## config.mk

```make
export PLATFORM = sky130hd
export DESIGN_NAME = addr_recog_unit
export DESIGN_NICKNAME = d
export VERILOG_FILES = /design/src/rtl/aru_pkg.sv /design/src/rtl/aru_swap.sv /design/src/rtl/aru_cfg_check.sv /design/src/rtl/aru_range.sv /design/src/rtl/addr_recog_unit.sv
export SDC_FILE = /design/constraint.sdc
export NUM_CORES = 1
export LEC_CHECK = 0
export BUFFER_PORTS_ARGS = -buffer_cell sky130_fd_sc_hd__buf_2
export CAP_MARGIN = 10
export CORE_MARGIN = 2
export CORE_UTILIZATION = 42
export DETAILED_ROUTE_END_ITERATION = 8
export PLACE_DENSITY = 0.9
export SYNTH_ARGS = -nofsm -noshare
export SYNTH_HDL_FRONTEND = slang
export SYNTH_SLANG_ARGS = --single-unit
export TNS_END_PERCENT = 30
```

## constraint.sdc

```tcl
create_clock -name clk -period 3 [get_ports clk]
set_input_delay 0.75 -clock clk [delete_from_list [all_inputs] [get_ports clk]]
set_output_delay 0.75 -clock clk [all_outputs]
set_load 0.005 [all_outputs]
```

## src/rtl/aru_pkg.sv

```systemverilog
package aru_pkg;
  // Address width and log2 of the small unit size.
  localparam int ADDR_W    = 17;
  localparam int LOG_SMALL = 14;
  localparam int LOC_W     = LOG_SMALL + 1;

  typedef enum logic {
    SZ_SMALL = 1'b0,
    SZ_LARGE = 1'b1
  } unit_size_e;

  // Number of local bits for a size choice.
  function automatic int local_bits(input unit_size_e s, input int log_small);
    return (s == SZ_LARGE) ? log_small + 1 : log_small;
  endfunction
endpackage

```

## src/rtl/aru_swap.sv

```systemverilog
module aru_swap #(
  parameter int ADDR_W    = 17,
  parameter int LOG_SMALL = 14
) (
  input  logic [ADDR_W-1:0] addr_i,
  input  logic              ilv_i,
  input  logic              large_i,
  output logic [ADDR_W-1:0] xaddr_o
);
  localparam int NVAR = 2;

  logic [ADDR_W-1:0] swapped [NVAR];

  // One exchanged variant per supported unit size.
  for (genvar s = 0; s < NVAR; s++) begin : g_var
    localparam int K = LOG_SMALL + s;
    localparam logic [ADDR_W-1:0] BIT_K  = ADDR_W'(1) << K;
    localparam logic [ADDR_W-1:0] BIT_0  = ADDR_W'(1);
    localparam logic [ADDR_W-1:0] KEEP   = ~(BIT_K | BIT_0);
    assign swapped[s] = (addr_i & KEEP)
                      | (addr_i[K] ? BIT_0 : '0)
                      | (addr_i[0] ? BIT_K : '0);
  end

  always_comb begin
    if (!ilv_i)       xaddr_o = addr_i;
    else if (large_i) xaddr_o = swapped[1];
    else              xaddr_o = swapped[0];
  end
endmodule

```

## src/rtl/aru_cfg_check.sv

```systemverilog
module aru_cfg_check #(
  parameter int ADDR_W    = 17,
  parameter int LOG_SMALL = 14
) (
  input  logic [ADDR_W-1:0] base_i,
  input  logic              large_i,
  input  logic              ilv_i,
  input  logic              upper_i,
  output logic              err_o
);
  localparam int NVAR = 2;

  logic [NVAR-1:0] bad;

  for (genvar s = 0; s < NVAR; s++) begin : g_rule
    localparam int K = LOG_SMALL + s;
    localparam logic [ADDR_W-1:0] LOW_MASK = (ADDR_W'(1) << K) - ADDR_W'(1);
    logic misaligned;
    logic wrong_half;
    assign misaligned = |(base_i & LOW_MASK);
    assign wrong_half = ilv_i && (base_i[K] != upper_i);
    assign bad[s]     = misaligned || wrong_half;
  end

  assign err_o = large_i ? bad[1] : bad[0];
endmodule

```

## src/rtl/aru_range.sv

```systemverilog
module aru_range #(
  parameter int ADDR_W    = 17,
  parameter int LOG_SMALL = 14
) (
  input  logic [ADDR_W-1:0] xaddr_i,
  input  logic [ADDR_W-1:0] base_i,
  input  logic              large_i,
  output logic              match_o
);
  localparam int NVAR = 2;

  logic [NVAR-1:0] eq;
  logic [ADDR_W-1:0] diff;

  assign diff = xaddr_i ^ base_i;

  // Compare only the bits above the unit's local range.
  for (genvar s = 0; s < NVAR; s++) begin : g_cmp
    localparam int K = LOG_SMALL + s;
    localparam logic [ADDR_W-1:0] HI_MASK = ~((ADDR_W'(1) << K) - ADDR_W'(1));
    assign eq[s] = ~|(diff & HI_MASK);
  end

  assign match_o = large_i ? eq[1] : eq[0];
endmodule

```

## src/rtl/addr_recog_unit.sv

```systemverilog
module addr_recog_unit
  import aru_pkg::*;
#(
  parameter int AW  = aru_pkg::ADDR_W,
  parameter int LGS = aru_pkg::LOG_SMALL,
  parameter int LW  = LGS + 1
) (
  input  logic          clk,
  input  logic          rst,
  input  logic          req_valid,
  input  logic [AW-1:0] req_addr,
  input  logic [AW-1:0] base,
  input  logic          size32,
  input  logic          ilv_en,
  input  logic          ilv_upper,
  output logic          hit,
  output logic [LW-1:0] loc_addr,
  output logic          cfg_err,
  output logic [AW-1:0] stat_addr
);
  unit_size_e usize;
  logic [AW-1:0] xaddr;
  logic          err_c;
  logic          match_c;
  logic          hit_c;
  logic [LW-1:0] loc_c;

  assign usize = unit_size_e'(size32);

  aru_swap #(.ADDR_W(AW), .LOG_SMALL(LGS)) u_swap (
    .addr_i  (req_addr),
    .ilv_i   (ilv_en),
    .large_i (usize == SZ_LARGE),
    .xaddr_o (xaddr)
  );

  aru_cfg_check #(.ADDR_W(AW), .LOG_SMALL(LGS)) u_cfg (
    .base_i  (base),
    .large_i (usize == SZ_LARGE),
    .ilv_i   (ilv_en),
    .upper_i (ilv_upper),
    .err_o   (err_c)
  );

  aru_range #(.ADDR_W(AW), .LOG_SMALL(LGS)) u_rng (
    .xaddr_i (xaddr),
    .base_i  (base),
    .large_i (usize == SZ_LARGE),
    .match_o (match_c)
  );

  assign hit_c = req_valid && match_c && !err_c;

  // Small units leave the top local bit at zero.
  always_comb begin
    loc_c = xaddr[LW-1:0];
    if (usize == SZ_SMALL) loc_c[LW-1] = 1'b0;
  end

  always_ff @(posedge clk) begin
    if (rst) begin
      hit       <= 1'b0;
      cfg_err   <= 1'b0;
      loc_addr  <= '0;
      stat_addr <= '0;
    end else begin
      hit     <= hit_c;
      cfg_err <= err_c;
      if (hit_c) begin
        loc_addr  <= loc_c;
        stat_addr <= req_addr;
      end
    end
  end
endmodule

```

Word level (Yosys, flattened, before mapping):

Cells that the tools add are included.

* register bits: 34
* bits in latches: 0
* memory bits (writable): 0
* ROM bits: 0
* input bits: 40
* memories: 0

* add/sub/neg operators: 0
* $mul: 0
* div/mod/pow operators: 0
* order comparisons: 0
* equal/unequal tests: 2
* shift operators: 0
* multiplexer cells: 9
* bitwise operators: 5
* reduce and logical (&&, ||, !) cells: 13

Operators by type and width (count)
* 17-bit OR: 4
* 17-bit two-way mux: 2
* 17-bit XOR: 1
* 16-bit two-way mux: 1
* 15-bit two-way mux: 1
* 15-bit OR reduction: 1
* 14-bit OR reduction: 1
* 1-bit two-way mux: 5
* 1-bit logical AND: 4
* 1-bit zero test: 3
* 3-bit OR reduction: 1
* 1-bit logical OR: 2
* 1-bit != test: 2
* 2-bit OR reduction: 1

Logic depth before layout (Yosys ltp):

Gate-level depths: netlist (run 1).

* depth in word-level cells: 11
* mapped depth: 8
* depth with buffers taken out: 5

Modules after synthesis:

A second synthesis (run 1) with hierarchy kept.

* cell total of the unflattened synthesis: 180
* area, all modules: 1793.0 sq um

Modules (own cells, without submodules)
* addr_recog_unit: times used 1, cells each 144, area an instance 1522.7 sq um, sequential area each 680.7 sq um
* aru_swap: times used 1, cells each 21, area an instance 160.2 sq um, sequential area each 0.0 sq um
* aru_cfg_check: times used 1, cells each 11, area an instance 73.8 sq um, sequential area each 0.0 sq um
* aru_range: times used 1, cells each 4, area an instance 36.3 sq um, sequential area each 0.0 sq um

Worst setup path before layout (run 1):

Ideal clock, no wire load.

* kind: input-to-reg
* start point: input port base[2]
* end point: register loc_addr[10]
* arrival time: 2146 ps
* required time: 2868 ps
* slack: 722 ps
* stages: 6
* cell sequence: or4_4 nor3_4 o2111ai_4 buf_6 o31ai_1 a21oi_1

* cells in the longest elaborated chain, start to end: 5
* elaborated cells on any way between the ends: 7
* classes of those cells: mux (1); reduce/logical (6)

Ends and longest elaborated chain
* from (decl): line addr_recog_unit.sv:12 `input logic [AW-1:0] base,`
* 15-bit OR reduction or 14-bit OR reduction (tied branches): line aru_cfg_check.sv:20 `assign misaligned = |(base_i & LOW_MASK);`
* 1-bit logical OR: line aru_cfg_check.sv:22 `assign bad[s] = misaligned || wrong_half;`
* 1-bit two-way mux (*): line aru_cfg_check.sv:25 `assign err_o = large_i ? bad[1] : bad[0];`
* 1-bit zero test (*): line addr_recog_unit.sv:52 `assign hit_c = req_valid && match_c && !err_c;`
* 1-bit logical AND (*): line addr_recog_unit.sv:52
* to (signal assigned): line addr_recog_unit.sv:70 `loc_addr <= loc_c;`
* to (decl): line addr_recog_unit.sv:17 `output logic [LW-1:0] loc_addr,`

Every way passes the cells marked *; elsewhere a longest branch is shown, timed or not.
A chain may end at the register's enable or synchronous reset.

Worst setup path after layout (run 1):

* start point: input port base[2]
* end point: register loc_addr[0]

The elaborated chain is that of the path after synthesis.

==> impl_metrics.yaml, run 1 <==
outcome:
  outcome: "complete, no violations"
power:
  power_report.internal_total_uw: 360
  vdd.ir_drop.worst_mv: 0.319
  net-switching-power_uw: 141
  p_sw_share_pct: 28.1
  sequential_cell_fraction_of_total_power_pct: 55.9
  power.combinational.fraction_pct: 17.3
  total_leakage_power_uw: 0.000654
  share_clk_of_total_power_pct: 26.9
  power.density_nw_per_um2: 341
worst_hold_path:
  hold_path.class: "reg -> reg"
  worstHoldStart: "loc_addr[0]$_SDFFE_PP0P_"
  worstHoldPathCells: 2
  hold_end: "loc_addr[0]$_SDFFE_PP0P_"
critical_path:
  type_of_the_worst_setup_path: "in -> reg"
  setup.worst_path.start_class: "input port"
  critPathArrivalTime_ns: 2.43
  worst_r2r_endpoint: "loc_addr[12]$_SDFFE_PP0P_"
  cp_max_fo: 19
  crit_path_end_kind: "register"
  worst-r2r-setup-slack_ns: 2.31
  crit-reg2reg-launch: "loc_addr[12]$_SDFFE_PP0P_"
  reg2regPathDepth: 2
  critical_path_required_ns: 3.24
clock_tree:
  clock_transition_time_at_the_flip_flop_clock_pins_of_the_worst_setup_and_hold_paths_ns: 0.11
  cts.path.max_buffers: 2
  htreeDepth: 1
  cts_tree: "yes"
  cts.hold.buffers_added: 0
  numCtsBuffers: 3
  post_cts.resized_instances: 0
  root_buffer: "sky130_fd_sc_hd__clkbuf_4"
  post-cts-setup-buffers: 0
  clk-insertion-delay-late_ns: 0.30
  tritoncts_num_sinks: 21
timing:
  setup-violations-final: 0
  fin_skew_ns: 0
  post-route-min-period_ns: 2.20
  max_clock_freq_mhz: 455
  grt_setup_unrepaired: "false"
  final-hold-violation-count: 0
  timing.final.max_slew_violations: 0
  final.setup.tns_ns: 0
  slew_headroom_pct: 41.8
  timing.final.crit_share_pct: 73.2
  tightest_slew_ns: 0.873
grt:
  globalRouteTotalUtil_pct: 17.7
  globalRoute.totalOverflow: 0
  grt_first_pass_wirelength_um: 4700
  vias_in_the_first_global_route: 1093
  antenna_found_initial: 0
  maximum_number_of_pins_on_one_net_before_global_route_repair: 24
finish:
  num-fill-cells: 257
  layout-drive-gt1-share_pct: 46.2
  mostFrequentLayoutCell: "sky130_fd_sc_hd__buf_2"
  diodes: 0
  design.final.nets: 225
  flow.area_growth_from_synthesis_pct: 22.5
  instances_no_fill: 215
  mostFrequentLayoutCells: "sky130_fd_sc_hd__buf_2, sky130_fd_sc_hd__dfxtp_1, sky130_fd_sc_hd__a21oi_1"
synthesis:
  synth.yosys.warnings: 0
  syn-instance-count: 131
  syn_area_um2: 1200
  synth_fp_nets: 171
  synth_enable_flop_cells: 0
  ys_async_sr_fraction_pct: 0
  synth_cell_type_count: 35
  seq_area_frac_synth_pct: 35.1
  postSynthRegisterBits: 21
  syn_avg_cell_area_um2: 9.14
  yosys_most_used_dff: "sky130_fd_sc_hd__dfxtp_1"
die:
  die-height_um: 57.4
  ports_placed_on_the_boundary: 74
  placement_rows: 19
  coreArea_um2: 2730
  initial_core_util_pct: 43.8
  die_area_um2: 3290
  fp.dieW_um: 57.4
detailed_routing:
  via_count: 1239
  count_of_unresolved_drc_violations_after_routing: 0
  drt-wirelength-per-cell_um: 13.6
  wirelength_um: 2930
  first_iter_violations: 97
  avg_vias_per_cell: 5.76
  drt-pass1-iter-count: 4
  antenna_violating_nets_post_route: 0
placement:
  io_buffers: 73
  routabilityCongestion: 0.797
  post_place_cells: 211
  detailedPlacementHpwl_um: 2140
job:
  cap_viol_max_count: 0
## through the flow
step                power, uW  hold WS (ns)  area [um2]  setup WS (ns)  util [%]
finish                    500         0.480        1470          0.803      53.6
global route              527         0.497        1470          0.684      53.6
CTS                       504         0.478        1470          0.806      53.6
detailed placement        371         0.460        1440          0.488      52.6
global placement          369         0.452        1440          0.507      52.6
floorplan                 335         0.464        1200          0.722         -
## sequential cells by signal, summed over array words and instances (netlist names)
register   count
loc_addr      15
stat_addr      4
cfg_err        1
hit            1
## cell type report
class | count | area (um2) | share of cell area (%)
clock buffer | 3 | 22.5 | 1.54
clock inverter | 1 | 5.00 | 0.341
inverter | 1 | 3.75 | 0.256
multi-input combinational | 85 | 611 | 41.6
sequential | 21 | 420 | 28.7
tap | 31 | 38.8 | 2.65
timing repair buffer | 73 | 365 | 24.9
## routing by layer
layer	GRT usage [%]	vias up	routed length (um)
met5	0	-	0
met4	5.98	0	25
met3	2.49	4	251
met2	29.5	73	1360
met1	23.2	566	1300
li1	-	596	-
## cell usage after synthesis (2+ instances only)
cell type,instances,area (um2)
sky130_fd_sc_hd__or4_1,2,15.0
sky130_fd_sc_hd__nand4_1,17,106
sky130_fd_sc_hd__dfxtp_1,21,420
sky130_fd_sc_hd__buf_4,14,105
sky130_fd_sc_hd__clkbuf_1,4,15.0
sky130_fd_sc_hd__buf_6,2,22.5
sky130_fd_sc_hd__o31ai_1,17,128
sky130_fd_sc_hd__nor2_1,2,7.51
sky130_fd_sc_hd__buf_2,4,20.0
sky130_fd_sc_hd__nand2b_1,2,12.5
sky130_fd_sc_hd__mux2i_1,4,40.0
sky130_fd_sc_hd__a21oi_1,19,95.1
## power by group through the flow
stage / clock (uW) / sequential [uW] / combinational [uW]
3_3_place_gp: 0 / 286 / 83.4
4_1_cts: 139 / 280 / 85.8
3_5_place_dp: 0 / 286 / 85.5
6_report: 134 / 280 / 86.3
2_1_floorplan: 0 / 286 / 48.8
5_1_grt: 153 / 280 / 94.9
## worst max-delay path by stage
stage | start | to | slack (ns) | depth (start not counted)
3_5_place_dp | base[2] | loc_addr[14]$_SDFFE_PP0P_ | 0.49 | 6
2_1_floorplan | base[2] | loc_addr[10]$_SDFFE_PP0P_ | 0.72 | 6
5_1_grt | base[3] | loc_addr[14]$_SDFFE_PP0P_ | 0.68 | 6
3_3_place_gp | base[2] | loc_addr[14]$_SDFFE_PP0P_ | 0.51 | 6
6_report | base[2] | loc_addr[0]$_SDFFE_PP0P_ | 0.80 | 6
4_1_cts | base[2] | loc_addr[14]$_SDFFE_PP0P_ | 0.81 | 6
## kinds of logic (layout without fill, tap and decap cells)
family / after synthesis / in the layout / share of synthesized area, %
flops: 21 / 21 / 35.1
mux: 4 / 4 / 3.34
simple gates: 35 / 35 / 20.2
buf+inv: 25 / 78 / 13.9
compound gates: 44 / 44 / 26.0
xor+xnor: 2 / 2 / 1.46
## critical path: stages
cell and delay, ns:
sky130_fd_sc_hd__buf_2 0.10, sky130_fd_sc_hd__or4_4 0.53, sky130_fd_sc_hd__nor3_4 0.17, sky130_fd_sc_hd__o2111ai_4 0.33
sky130_fd_sc_hd__nor3_2 0.35, sky130_fd_sc_hd__mux2i_1 0.20
No activity file was read; power rests on OpenSTA's default activity.
==> run 2: changes to the inputs <==
Settings changed: ABC_AREA from default to 1.
Clock period 3 ns to 2.05 ns, I/O delays scaled along.
==> run 2 against run 1 <==
Net effect:
- utilization increased by 0.92 points
- final area increased by 1.7%
- setup slack got worse by 0.31 ns
- wire length decreased by 15%
- via count decreased by 2.8%
- sequential share of layout area is 0.48 points lower
- critical path depth grew 2
- non-clock buffer count unchanged
- critical path type unchanged
- final cell count up 27%
- highest routed layer unchanged
==> impl_metrics.yaml, run 2 <==
outcome:
  outcome: "complete, no violations"
clock_tree:
  clk-insertion-delay-late_ns: 0.29
  clock_transition_time_at_the_flip_flop_clock_pins_of_the_worst_setup_and_hold_paths_ns: 0.11
  cts.hold.buffers_added: 0
  numCtsBuffers: 3
  htreeDepth: 1
  root_buffer: "sky130_fd_sc_hd__clkbuf_4"
  cts.path.max_buffers: 2
  cts_tree: "yes"
  post-cts-setup-buffers: 0
  tritoncts_num_sinks: 21
  post_cts.resized_instances: 0
worst_hold_path:
  worstHoldPathCells: 2
  hold_path.class: "in -> reg"
  worstHoldStart: "rst"
  hold_end: "loc_addr[14]$_SDFFE_PP0P_"
critical_path:
  cp_max_fo: 17
  worst_path_max_delay_cell: "sky130_fd_sc_hd__nand3b_4"
  worst-path-buf-inv: 1
  crit-reg2reg-launch: "loc_addr[1]$_SDFFE_PP0P_"
  critical_path_required_ns: 2.25
  type_of_the_worst_setup_path: "in -> reg"
  worst_r2r_endpoint: "loc_addr[1]$_SDFFE_PP0P_"
  crit_path_max_incr_delay_ns: 0.27
  reg2regPathDepth: 4
  path_common_cell: "sky130_fd_sc_hd__nor2_1"
  path_cells: "buf_2 -> or2_0 -> nor2_1 -> nand3_1 -> nor2_1 -> nand3b_4 -> nor2_1 -> nor2_1"
  setup.worst_path.start_class: "input port"
  crit_path_end_kind: "register"
  worst-r2r-setup-slack_ns: 1.38
  timing.critical_path.max_delay_family: "simple AND/OR/NAND/NOR gates"
  critPathArrivalTime_ns: 1.76
synthesis:
  ys_async_sr_fraction_pct: 0
  synth_cell_type_count: 21
  synth_largest_area_cell: "sky130_fd_sc_hd__dfxtp_1"
  syn_area_um2: 1200
  synth_fp_nets: 223
  yosys_most_used_dff: "sky130_fd_sc_hd__dfxtp_1"
  ys_top_cells_by_area: "sky130_fd_sc_hd__dfxtp_1, sky130_fd_sc_hd__nand2_1, sky130_fd_sc_hd__nor2_1"
  synthTopCellsByCount: "sky130_fd_sc_hd__nand2_1, sky130_fd_sc_hd__nor2_1, sky130_fd_sc_hd__inv_1, sky130_fd_sc_hd__dfxtp_1, sky130_fd_sc_hd__buf_4"
  syn_avg_cell_area_um2: 6.54
  synthMostInstantiatedCell: "sky130_fd_sc_hd__nand2_1"
  syn-instance-count: 183
  synth.yosys.warnings: 0
  seq_area_frac_synth_pct: 35.1
  synth_enable_flop_cells: 0
  postSynthRegisterBits: 21
  fraction_of_post_synthesis_cell_area_in_the_top_cell_type_by_area_pct: 35.1
timing:
  setup-violations-final: 0
  final.setup.tns_ns: 0
  final-hold-violation-count: 0
  max_clock_freq_mhz: 644
  fin_skew_ns: 0
  grt_setup_unrepaired: "false"
  fin_ws_ns: 0.497
  timing.final.crit_share_pct: 75.8
  slew_headroom_pct: 70.1
  timing.final.max_slew_violations: 0
  tightest_slew_ns: 0.446
  post-route-min-period_ns: 1.55
finish:
  finalInstanceArea_um2: 1490
  max_flop_register: "loc_addr"
  biggestRegsByFlops: "loc_addr (15), stat_addr (4)"
  layout-drive-gt1-share_pct: 37.9
  utilization_pct: 54.6
  flip_flop_count_of_the_largest_register_after_layout: 15
  mostFrequentLayoutCell: "sky130_fd_sc_hd__buf_2"
  flow.area_growth_from_synthesis_pct: 24.7
  design.final.nets: 284
  diodes: 0
  mostFrequentLayoutCells: "sky130_fd_sc_hd__buf_2, sky130_fd_sc_hd__nand2_1, sky130_fd_sc_hd__nor2_1"
grt:
  maximum_number_of_pins_on_one_net_before_global_route_repair: 21
  grt_first_pass_wirelength_um: 4020
  globalRouteTotalUtil_pct: 15.3
  globalRoute.totalOverflow: 0
  antenna_found_initial: 0
  vias_in_the_first_global_route: 1037
detailed_routing:
  first_iter_violations: 19
  avg_vias_per_cell: 4.39
  antenna_violating_nets_post_route: 0
  via_count: 1204
  count_of_unresolved_drc_violations_after_routing: 0
  drt-wirelength-per-cell_um: 9.05
  wirelength_um: 2480
  drt-pass1-iter-count: 4
die:
  coreArea_um2: 2730
  placement_rows: 19
  die_area_um2: 3290
  fp.dieW_um: 57.4
  ports_placed_on_the_boundary: 74
  initial_core_util_pct: 43.8
  die-height_um: 57.4
placement:
  io_buffers: 73
  detailedPlacementHpwl_um: 1910
  detailed_place.area_um2: 1470
  routabilityCongestion: 0.766
  placement.setup.worst_slack_ns: 0.167
job:
  cap_viol_max_count: 0
power:
  power.density_nw_per_um2: 463
  total_leakage_power_uw: 0.000938
  vdd.ir_drop.worst_mv: 0.452
==> run 2: cell type report <==
class | count | area [um2]
Clock buffer | 4 | 26.3
Fill cell | 264 | 1240
Inverter | 25 | 93.8
Multi-Input combinational cell | 120 | 547
Sequential cell | 21 | 420
Tap cell | 31 | 38.8
Timing Repair Buffer | 73 | 365
==> run 2: cell families after synthesis <==
logic type             Yosys count  share of synthesized area (%)
flip-flops                      21                           35.1
AO/OA/AOI/OAI                    7                           3.56
buffers and inverters           42                           19.1
AND/OR/NAND/NOR                113                           42.2
==> run 2: worst max-delay path by stage <==
stage | end | from | cells after the start
6_report | stat_addr[15]$_SDFFE_PP0P_ | base[13] | 8
3_5_place_dp | loc_addr[2]$_SDFFE_PP0P_ | base[13] | 8
5_1_grt | loc_addr[3]$_SDFFE_PP0P_ | base[13] | 8
3_3_place_gp | loc_addr[2]$_SDFFE_PP0P_ | base[13] | 8
2_1_floorplan | loc_addr[10]$_SDFFE_PP0P_ | base[13] | 8
4_1_cts | loc_addr[2]$_SDFFE_PP0P_ | base[13] | 8
==> run 2: where the power goes <==
part / switching [uW] / leakage [uW] / internal [uW]
clock: 117 / 0.0000150 / 75.8
combinational: 47.2 / 0.000754 / 41.5
sequential: 0.336 / 0.000169 / 409
==> run 2: per-layer routing <==
layer | global-route usage, % | routed length, um
met5 | 0 | 0
met4 | 5.65 | 15
met3 | 4.76 | 139
met2 | 26.3 | 1250
met1 | 17.8 | 1070
==> run 2: per-stage QoR <==
stage          cells  hold slack [ns]  power (uW)
6_report         274            0.424         691
5_1_grt          274            0.415         733
3_5_place_dp     270            0.451         507
4_1_cts          274            0.416         699
3_3_place_gp     270            0.456         506
2_1_floorplan    183            0.449         456
==> run 3: changes to the inputs <==
Clock period 2.05 ns to 1.5 ns, I/O delays scaled along.
==> run 3 against run 2 <==
Net effect:
- sequential share of layout area decreased by 1.2 points
- via count grew 2.9%
- critical path depth up 2
- non-clock buffer count is 9 higher
- worst hold slack lost 0.14 ns
- final cell count grew 3.3%
- setup slack got worse by 0.30 ns
- die area stayed put
- largest cell class unchanged
==> impl_metrics.yaml, run 3 (synthesis results as in run 2) <==
finish:
  mostFrequentLayoutCell: "sky130_fd_sc_hd__buf_2"
  max_flop_register: "loc_addr"
  mostFrequentLayoutCells: "sky130_fd_sc_hd__buf_2, sky130_fd_sc_hd__nand2_1, sky130_fd_sc_hd__nor2_1"
  flip_flop_count_of_the_largest_register_after_layout: 15
  flow.area_growth_from_synthesis_pct: 30.3
  diodes: 0
  layout-drive-gt1-share_pct: 40.1
  biggestRegsByFlops: "loc_addr (15), stat_addr (4)"
  design.final.nets: 293
  instances_no_fill: 283
clock_tree:
  clock_transition_time_at_the_flip_flop_clock_pins_of_the_worst_setup_and_hold_paths_ns: 0.11
  tritoncts_num_sinks: 21
  numCtsBuffers: 3
  clk-insertion-delay-late_ns: 0.30
  cts.path.max_buffers: 2
  htreeDepth: 1
  post_cts.resized_instances: 0
  cts_tree: "yes"
  root_buffer: "sky130_fd_sc_hd__clkbuf_4"
  cts.hold.buffers_added: 0
  post-cts-setup-buffers: 0
grt:
  antenna_found_initial: 0
  globalRouteMet2Util_pct: 28.9
  globalRoute.busiestLayer: "met2"
  met3_usage_pct: 4.99
  maximum_number_of_pins_on_one_net_before_global_route_repair: 18
  globalRouteTotalUtil_pct: 16.1
  globalRoute.totalOverflow: 0
  grt_first_pass_wirelength_um: 4260
  globalRouteMet1Util_pct: 17.5
  vias_in_the_first_global_route: 1088
die:
  initial_core_util_pct: 43.8
  fp.dieW_um: 57.4
  die-height_um: 57.4
  placement_rows: 19
  ports_placed_on_the_boundary: 74
  coreArea_um2: 2730
  die_area_um2: 3290
detailed_routing:
  via_count: 1239
  avg_vias_per_cell: 4.38
  drt-pass1-iter-count: 4
  count_of_unresolved_drc_violations_after_routing: 0
  wirelength_um: 2540
  drt-wirelength-per-cell_um: 8.98
  first_iter_violations: 31
  antenna_violating_nets_post_route: 0
placement:
  post_place_cells: 277
  detailedPlacementHpwl_um: 2010
  routabilityCongestion: 0.808
  io_buffers: 73
critical_path:
  critPathArrivalTime_ns: 1.55
  cp_max_fo: 7
  worst-r2r-setup-slack_ns: 0.83
  crit_path_end_kind: "register"
  type_of_the_worst_setup_path: "in -> reg"
  reg2regPathDepth: 4
  setup.worst_path.start_class: "input port"
  critical_path_required_ns: 1.75
timing:
  final-hold-violation-count: 0
  slew_headroom_pct: 69.3
  grt_setup_unrepaired: "false"
  final.setup.tns_ns: 0
  timing.final.crit_share_pct: 87.2
  fin_skew_ns: 0
  max_clock_freq_mhz: 765
  setup-violations-final: 0
  tightest_slew_ns: 0.458
  timing.final.max_slew_violations: 0
  post-route-min-period_ns: 1.31
power:
  power.density_nw_per_um2: 612
  vdd.ir_drop.worst_mv: 0.576
  total_leakage_power_uw: 0.000979
outcome:
  outcome: "complete, no violations"
worst_hold_path:
  worstHoldPathCells: 2
  hold_path.class: "in -> reg"
job:
  cap_viol_max_count: 0
[run 3: changes by cell type in the layout (fill, tap and decap cells not counted)]
| cell | previous run | this run |
|---|---|---|
| sky130_fd_sc_hd__buf_4 | 0 | 9 |
[run 3: stage by stage]
stage                     worst slack, ns  hold WS, ns  util, %  cell area [um2]  total power (uW)
final                               0.193        0.280     57.0             1560               954
after global routing               0.0432        0.261     57.0             1560              1010
after CTS                          0.0942        0.268     56.5             1540               967
after detailed placement           -0.232        0.455     55.5             1520               699
after global placement             -0.185        0.451     55.5             1520               697
after floorplan                   0.00914        0.444        -             1200               624
[run 3: critical path, cell delays in order]
cell and delay, ns:
sky130_fd_sc_hd__buf_2 0.09, sky130_fd_sc_hd__or2_0 0.20, sky130_fd_sc_hd__nor2_1 0.14, sky130_fd_sc_hd__nand4_1 0.16, sky130_fd_sc_hd__nor2_4 0.14, sky130_fd_sc_hd__nand2_2 0.08, sky130_fd_sc_hd__buf_4 0.17, sky130_fd_sc_hd__nand2_1 0.05
sky130_fd_sc_hd__nand2_1 0.04, sky130_fd_sc_hd__nor2_1 0.10
[run 3: power breakdown]
part / switching (uW) / leakage (uW) / total (uW) / internal [uW]
clock: 164 / 0.0000150 / 268 / 104
sequential: 0.327 / 0.000169 / 559 / 559
combinational: 65.5 / 0.000794 / 127 / 61.4
total: 230 / 0.000979 / 954 / 724
[run 3: layout make-up]
class | count | area, um2
multi-input cells | 120 | 547
flip-flops and latches | 21 | 420
clock buffers | 4 | 26.3
well taps | 31 | 38.8
repair buffers | 82 | 433
fillers | 278 | 1170
inverters | 25 | 93.8
[run 3: routing by layer]
layer | vias to the layer above | wire [um]
met5 | - | 0
met4 | 0 | 34
met3 | 5 | 152
met2 | 31 | 1290
met1 | 532 | 1070
li1 | 671 | -
[run 3: final timing paths]
kind,endpoint,start
min reg2reg,stat_addr[14]$_SDFFE_PP0P_,stat_addr[14]$_SDFFE_PP0P_
min,cfg_err$_SDFF_PP0_,rst
max,loc_addr[2]$_SDFFE_PP0P_,base[13]
max reg2reg,loc_addr[6]$_SDFFE_PP0P_,loc_addr[6]$_SDFFE_PP0P_
